## config.mk

```make
export PLATFORM = sky130hd
export DESIGN_NAME = supply_monitor
export DESIGN_NICKNAME = d
export VERILOG_FILES = /design/src/rtl/smon_pkg.sv /design/src/rtl/smon_classify.sv /design/src/rtl/smon_filter.sv /design/src/rtl/smon_regs.sv /design/src/rtl/smon_brownout.sv /design/src/rtl/supply_monitor.sv
export SDC_FILE = /design/constraint.sdc
export NUM_CORES = 1
export LEC_CHECK = 0
export BUFFER_PORTS_ARGS = -buffer_cell sky130_fd_sc_hd__buf_4
export CORE_MARGIN = 4
export CORE_UTILIZATION = 46
export CTS_BUF_LIST = sky130_fd_sc_hd__clkbuf_8 sky130_fd_sc_hd__clkbuf_16
export CTS_CLUSTER_DIAMETER = 150
export DETAILED_ROUTE_END_ITERATION = 6
export GPL_ROUTABILITY_DRIVEN = 0
export PLACE_DENSITY_LB_ADDON = 0.05
export SLEW_MARGIN = 30
export SYNTH_ARGS = -nofsm -noshare
export SYNTH_HDL_FRONTEND = slang
export SYNTH_SLANG_ARGS = --single-unit
```

## constraint.sdc

```tcl
create_clock -name clk -period 2.77 [get_ports clk]
set_input_delay 0 -clock clk [delete_from_list [all_inputs] [get_ports clk]]
set_output_delay 0 -clock clk [all_outputs]
set_load 0.01 [all_outputs]
```

## src/rtl/smon_pkg.sv

```systemverilog
package smon_pkg;
  localparam int unsigned NUM_LVL = 4;
  localparam int unsigned LVL_W   = $clog2(NUM_LVL + 1);

  typedef enum logic {
    REG_BOD_EN  = 1'b0,
    REG_IRQ_ACK = 1'b1
  } reg_sel_e;
endpackage

```

## src/rtl/smon_classify.sv

```systemverilog
module smon_classify
  import smon_pkg::*;
#(
  parameter int unsigned MV_W = 12,
  parameter int unsigned THR_MV [NUM_LVL] = '{2700, 2500, 2300, 2100}
) (
  input  logic [MV_W-1:0]  mv,
  output logic [LVL_W-1:0] cls
);
  logic [NUM_LVL-1:0] below;

  genvar g;
  generate
    for (g = 0; g < NUM_LVL; g++) begin : g_cmp
      assign below[g] = (mv < MV_W'(THR_MV[g]));
    end
  endgenerate

  // thresholds descend, so the number of thresholds above the sample is the class
  always_comb begin
    cls = '0;
    for (int i = 0; i < NUM_LVL; i++) begin
      cls = cls + LVL_W'(below[i]);
    end
  end
endmodule

```

## src/rtl/smon_filter.sv

```systemverilog
module smon_filter
  import smon_pkg::*;
#(
  parameter int unsigned RUN_LEN = 4
) (
  input  logic             clk,
  input  logic             rst,
  input  logic             vld,
  input  logic [LVL_W-1:0] cls,
  output logic [LVL_W-1:0] level_q,
  output logic             lvl_up
);
  localparam int unsigned CNT_W = $clog2(RUN_LEN + 1);

  logic [LVL_W-1:0] cand_q;
  logic [CNT_W-1:0] cnt_q;
  logic [CNT_W-1:0] cnt_new;
  logic             same_lvl;
  logic             hit;
  logic             upd;

  assign same_lvl = (cls == level_q);
  assign hit      = (cls == cand_q) && (cnt_q != '0);
  assign cnt_new  = hit ? cnt_q + CNT_W'(1) : CNT_W'(1);
  assign upd      = vld && !same_lvl && (cnt_new == CNT_W'(RUN_LEN));
  assign lvl_up   = upd && (cls > level_q);

  always_ff @(posedge clk) begin
    if (rst) begin
      level_q <= '0;
      cand_q  <= '0;
      cnt_q   <= '0;
    end else if (vld) begin
      cand_q <= cls;
      if (same_lvl || upd) begin
        cnt_q <= '0;
      end else begin
        cnt_q <= cnt_new;
      end
      if (upd) begin
        level_q <= cls;
      end
    end
  end

  p_code_range_r2: assert property (@(posedge clk) disable iff (rst)
    level_q <= LVL_W'(NUM_LVL));
  p_hold_no_sample_r3: assert property (@(posedge clk) disable iff (rst)
    !vld |=> $stable(level_q));
endmodule

```

## src/rtl/smon_regs.sv

```systemverilog
module smon_regs
  import smon_pkg::*;
(
  input  logic clk,
  input  logic rst,
  input  logic reg_we,
  input  logic reg_addr,
  input  logic reg_wdata,
  input  logic lvl_up,
  output logic en_nxt,
  output logic irq_q
);
  logic en_q;
  logic ack;

  assign en_nxt = (reg_we && reg_addr == REG_BOD_EN) ? reg_wdata : en_q;
  assign ack    = reg_we && (reg_addr == REG_IRQ_ACK) && reg_wdata;

  always_ff @(posedge clk) begin
    if (rst) begin
      en_q  <= 1'b0;
      irq_q <= 1'b0;
    end else begin
      en_q <= en_nxt;
      if (lvl_up) begin
        irq_q <= 1'b1;
      end else if (ack) begin
        irq_q <= 1'b0;
      end
    end
  end

  p_irq_on_rise_r4: assert property (@(posedge clk) disable iff (rst)
    lvl_up |=> irq_q);
  p_ack_clears_r5: assert property (@(posedge clk) disable iff (rst)
    (ack && !lvl_up) |=> !irq_q);
endmodule

```

## src/rtl/smon_brownout.sv

```systemverilog
module smon_brownout #(
  parameter int unsigned MV_W     = 12,
  parameter int unsigned ENTER_MV = 1730,
  parameter int unsigned LEAVE_MV = 1790
) (
  input  logic            clk,
  input  logic            rst,
  input  logic            en_nxt,
  input  logic            vld,
  input  logic [MV_W-1:0] mv,
  output logic            bod_q
);
  logic enter;
  logic leave;

  assign enter = vld && (mv < MV_W'(ENTER_MV));
  assign leave = vld && (mv > MV_W'(LEAVE_MV));

  always_ff @(posedge clk) begin
    if (rst || !en_nxt) begin
      bod_q <= 1'b0;
    end else if (enter) begin
      bod_q <= 1'b1;
    end else if (leave) begin
      bod_q <= 1'b0;
    end
  end

  p_off_when_disabled_r6: assert property (@(posedge clk) disable iff (rst)
    !en_nxt |=> !bod_q);
  p_enter_r7: assert property (@(posedge clk) disable iff (rst)
    (en_nxt && vld && mv < MV_W'(ENTER_MV)) |=> bod_q);
  p_release_r8: assert property (@(posedge clk) disable iff (rst)
    (en_nxt && vld && mv > MV_W'(LEAVE_MV)) |=> !bod_q);
  p_band_hold_r8: assert property (@(posedge clk) disable iff (rst)
    (en_nxt && !(vld && (mv < MV_W'(ENTER_MV) || mv > MV_W'(LEAVE_MV)))) |=> $stable(bod_q));
endmodule

```

## src/rtl/supply_monitor.sv

```systemverilog
module supply_monitor
  import smon_pkg::*;
#(
  parameter int unsigned MV_W     = 12,
  parameter int unsigned THR_MV [NUM_LVL] = '{2700, 2500, 2300, 2100},
  parameter int unsigned RUN_LEN  = 4,
  parameter int unsigned ENTER_MV = 1730,
  parameter int unsigned LEAVE_MV = 1790
) (
  input  logic             clk,
  input  logic             rst,
  input  logic [MV_W-1:0]  smp_mv,
  input  logic             smp_vld,
  input  logic             reg_we,
  input  logic             reg_addr,
  input  logic             reg_wdata,
  output logic [LVL_W-1:0] level_code,
  output logic             lowbat_irq,
  output logic             bod_rst_req
);
  logic [LVL_W-1:0] cls;
  logic             lvl_up;
  logic             en_nxt;

  smon_classify #(.MV_W(MV_W), .THR_MV(THR_MV)) u_cls (
    .mv  (smp_mv),
    .cls (cls)
  );

  smon_filter #(.RUN_LEN(RUN_LEN)) u_flt (
    .clk     (clk),
    .rst     (rst),
    .vld     (smp_vld),
    .cls     (cls),
    .level_q (level_code),
    .lvl_up  (lvl_up)
  );

  smon_regs u_regs (
    .clk       (clk),
    .rst       (rst),
    .reg_we    (reg_we),
    .reg_addr  (reg_addr),
    .reg_wdata (reg_wdata),
    .lvl_up    (lvl_up),
    .en_nxt    (en_nxt),
    .irq_q     (lowbat_irq)
  );

  smon_brownout #(.MV_W(MV_W), .ENTER_MV(ENTER_MV), .LEAVE_MV(LEAVE_MV)) u_bod (
    .clk    (clk),
    .rst    (rst),
    .en_nxt (en_nxt),
    .vld    (smp_vld),
    .mv     (smp_mv),
    .bod_q  (bod_rst_req)
  );
endmodule

```

==> run_results.csv <==
group,metric,value,unit
outcome,status,"finished clean",
synthesis,ys_seq_elements,12,
routing,via_count,812,
clock_network,ctsHoldBuffers,0,
clock_network,clock_latency,240,ps
final_layout,finish.instance_area,0.00117,sq mm
synthesis,syn_area,852,sq um
synthesis,synth_edf_count,0,
routing,drt-wirelength-per-cell,12.0,um
critical_path,critPathTopFamily,"compound AO/OA/AOI/OAI gates",
timing,tightest_slew,523,ps
final_layout,fin_nets,153,
final_layout,utilization,67.1,%
global_routing,grt_pass1_vias,778,
clock_network,path_clk_slew,60,ps
timing,period_share,93.6,%
floorplanning,initial_core_util,48.8,%
timing,slew_headroom,64.7,%
clock_network,htree_levels,1,
critical_path,path_max_fanout,5,
power_and_ir_drop,p_leak,0.506,nW
timing,finalHoldViolations,0,
routing,wirelength,1810,um
synthesis,syn-num-nets,122,
synthesis,synth_common_cells,"dfxtp_1 (12), inv_1 (8), nor2_1 (8)",
timing,clock.fmax,386,MHz
critical_path,crit_buf_inv,1,
routing,viasPerCell,5.38,
floorplanning,die_area,0.00261,sq mm
critical_path,slowest_delay,450,ps
power_and_ir_drop,powerDensity,453,mW/mm^2
synthesis,ys_types,33,
global_routing,antenna_found_initial,0,
placement,hpwlAfterDp,1500,um
global_routing,grt_usage,16.1,%
timing,period_needed,2590,ps
critical_path,cp.required,2940,ps
placement,portBuffers,22,
global_routing,globalRoute.totalOverflow,0,
clock_network,cts_sinks,12,
timing,holdWs,24.0,ps
clock_network,cts_tree,"done",
synthesis,ys_seq_area_share,28.2,%
timing,tns,0,ps
floorplanning,design.core.area,0.00175,sq mm
timing,report.final.slew_viol_count,0,
final_layout,syn_to_final_growth,37.4,%
synthesis,synth_area_leaders,"dfxtp_1 (28%), ha_1 (10%), mux2i_1 (5.9%)",
routing,drc_errors,0,
critical_path,path_class,"in2reg",
synthesis,synth_cells,96,
floorplanning,die_w,51.0,um
min_path,min_path_type,"in2reg",
floorplanning,rows,15,
routing,drtPass1Iterations,4,
power_and_ir_drop,max-vdd-ir-drop,331,uV
timing,clock_skew,6.29,ps
synthesis,synth_top_area_share,28.2,%
routing,drt_iter0_markers,4,
synthesis,yosys_warnings,0,
global_routing,grt_pass1_wl,3170,um
synthesis,synth_area_per_cell,8.88,sq um
critical_path,crit_path_top_delay_cell,"a2111oi_4",
clock_network,numCtsBuffers,3,
critical_path,cp-start-kind,"primary input",
final_layout,drive_gt1_share,32.5,%
run,cap_violations,0,
clock_network,postCtsSetupRepairBufs,0,
critical_path,end_kind,"flip-flop",
synthesis,ys.flop_type,"dfxtp_1",
global_routing,grt_max_degree,15,
synthesis,yosysTopAreaCell,"dfxtp_1",
synthesis,synth_most_common_cell,"dfxtp_1",
critical_path,path_cells,"buf_4 -> a2111o_1 -> a21oi_2 -> nor2b_1 -> o21ai_1 -> ha_1 -> fa_2 -> ha_4 -> xor2_1 -> a2111oi_4 -> and3_4 -> mux2i_1",
floorplanning,io_pins,23,
placement,postPlaceCellArea,0.00109,sq mm
critical_path,cp.arrival,2770,ps
power_and_ir_drop,power,530,uW
clock_network,clockBufferDepth,2,
routing,final_antenna_net_count,0,
floorplanning,die_y,51.0,um
synthesis,synthArstFlopShare,0,%
clock_network,clockRootBuffer,"clkbuf_8",
timing,setup_viol,0,
final_layout,antenna-diode-count,0,
## cell usage in the layout, fill, tap and decap left out, drive strengths merged
| cell | Yosys | final |
|---|---|---|
| nand2 | 4 | 4 |
| clkbuf | 1 | 4 |
| a2111o | 1 | 1 |
| ha | 7 | 7 |
| a21boi | 1 | 1 |
| o31ai | 3 | 3 |
| o41ai | 1 | 1 |
| nor4 | 2 | 2 |
| nor2b | 6 | 6 |
| o21ai | 2 | 2 |
| and3 | 2 | 2 |
| nand3 | 1 | 1 |
| mux2i | 5 | 5 |
| o211a | 1 | 1 |
| inv | 8 | 8 |
| nand2b | 4 | 4 |
| a32oi | 1 | 1 |
| a21oi | 5 | 5 |
| a2111oi | 1 | 1 |
| or3 | 1 | 1 |
| o21a | 2 | 2 |
| a31oi | 1 | 1 |
| o2111ai | 2 | 2 |
| nor2 | 8 | 8 |
| xor2 | 3 | 3 |
| buf | 1 | 28 |
| fa | 1 | 1 |
| o31a | 2 | 2 |
| dfxtp | 12 | 12 |
| o21ba | 2 | 2 |
| nand4 | 4 | 4 |
| nor3b | 1 | 1 |
## routing by layer
| metal | track usage (%) | share of wire [%] | vias to the layer above |
|---|---|---|---|
| met5 | 0 | 0 | - |
| met3 | 6.12 | 5.9 | 5 |
| met1 | 18.2 | 44 | 381 |
| li1 | - | - | 410 |
| met2 | 27.5 | 49 | 16 |
| met4 | 5.38 | 1.3 | 0 |
## registers in the layout (all words and copies together) (netlist names)
register	count
u_flt.level_q	3
u_regs.irq_q	1
u_bod.bod_q	1
u_flt.cnt_q	3
u_flt.cand_q	3
u_regs.en_q	1
## cells by family (layout without fill, tap and decap cells)
logic type               count (synthesis)  in the layout  share of synthesized area, %
AO/OA/AOI/OAI                           25             25                          24.4
multiplexers                             5              5                          5.87
buffers and inverters                   10             40                          4.55
adder cells (fa/ha/maj)                  8              8                          12.6
flip-flops                              12             12                          28.2
XOR/XNOR                                 3              3                          3.08
AND/OR/NAND/NOR                         33             33                          21.3
## final cells by class
cell class                 instances  area [sq um]
multi-input combinational         74           604
fill                             155           574
sequential                        12           240
timing repair buffer              28           210
clock buffer                       4          55.1
tap                               25          31.3
inverter                           8          30.0
## per-stage QoR
stage	std cells	worst slack (ps)
after floorplan	96	27.7
after global placement	147	-157
after detailed placement	147	-213
after CTS	151	29.9
after global routing	151	-7.71
final	151	177
## where the power goes
| part | leakage, nW | total [mW] | switching, mW | internal, mW |
|---|---|---|---|---|
| Combinational | 0.380 | 0.154 | 0.0747 | 0.0788 |
| Clock | 0.0288 | 0.191 | 0.0659 | 0.126 |
| Sequential | 0.0976 | 0.185 | 0.00510 | 0.180 |
## what timing repair did
action                                  in CTS  in global routing
hold endpoints to repair                     0                  0
resized for setup                            0                  5
endpoints found under the setup margin       0                  7
## worst paths after layout
kind / from / to / slack, ps / depth (start not counted)
worst min register to register: u_regs.irq_q / u_regs.irq_q / 460 / 2
worst min-delay path: rst / u_flt.cnt_q[2] / 20 / 2
worst max-delay path: smp_mv[2] / u_flt.level_q[0] / 180 / 12
worst max register to register: u_flt.cnt_q[0] / u_flt.level_q[0] / 1110 / 5
(Power assumes the default switching activity.)
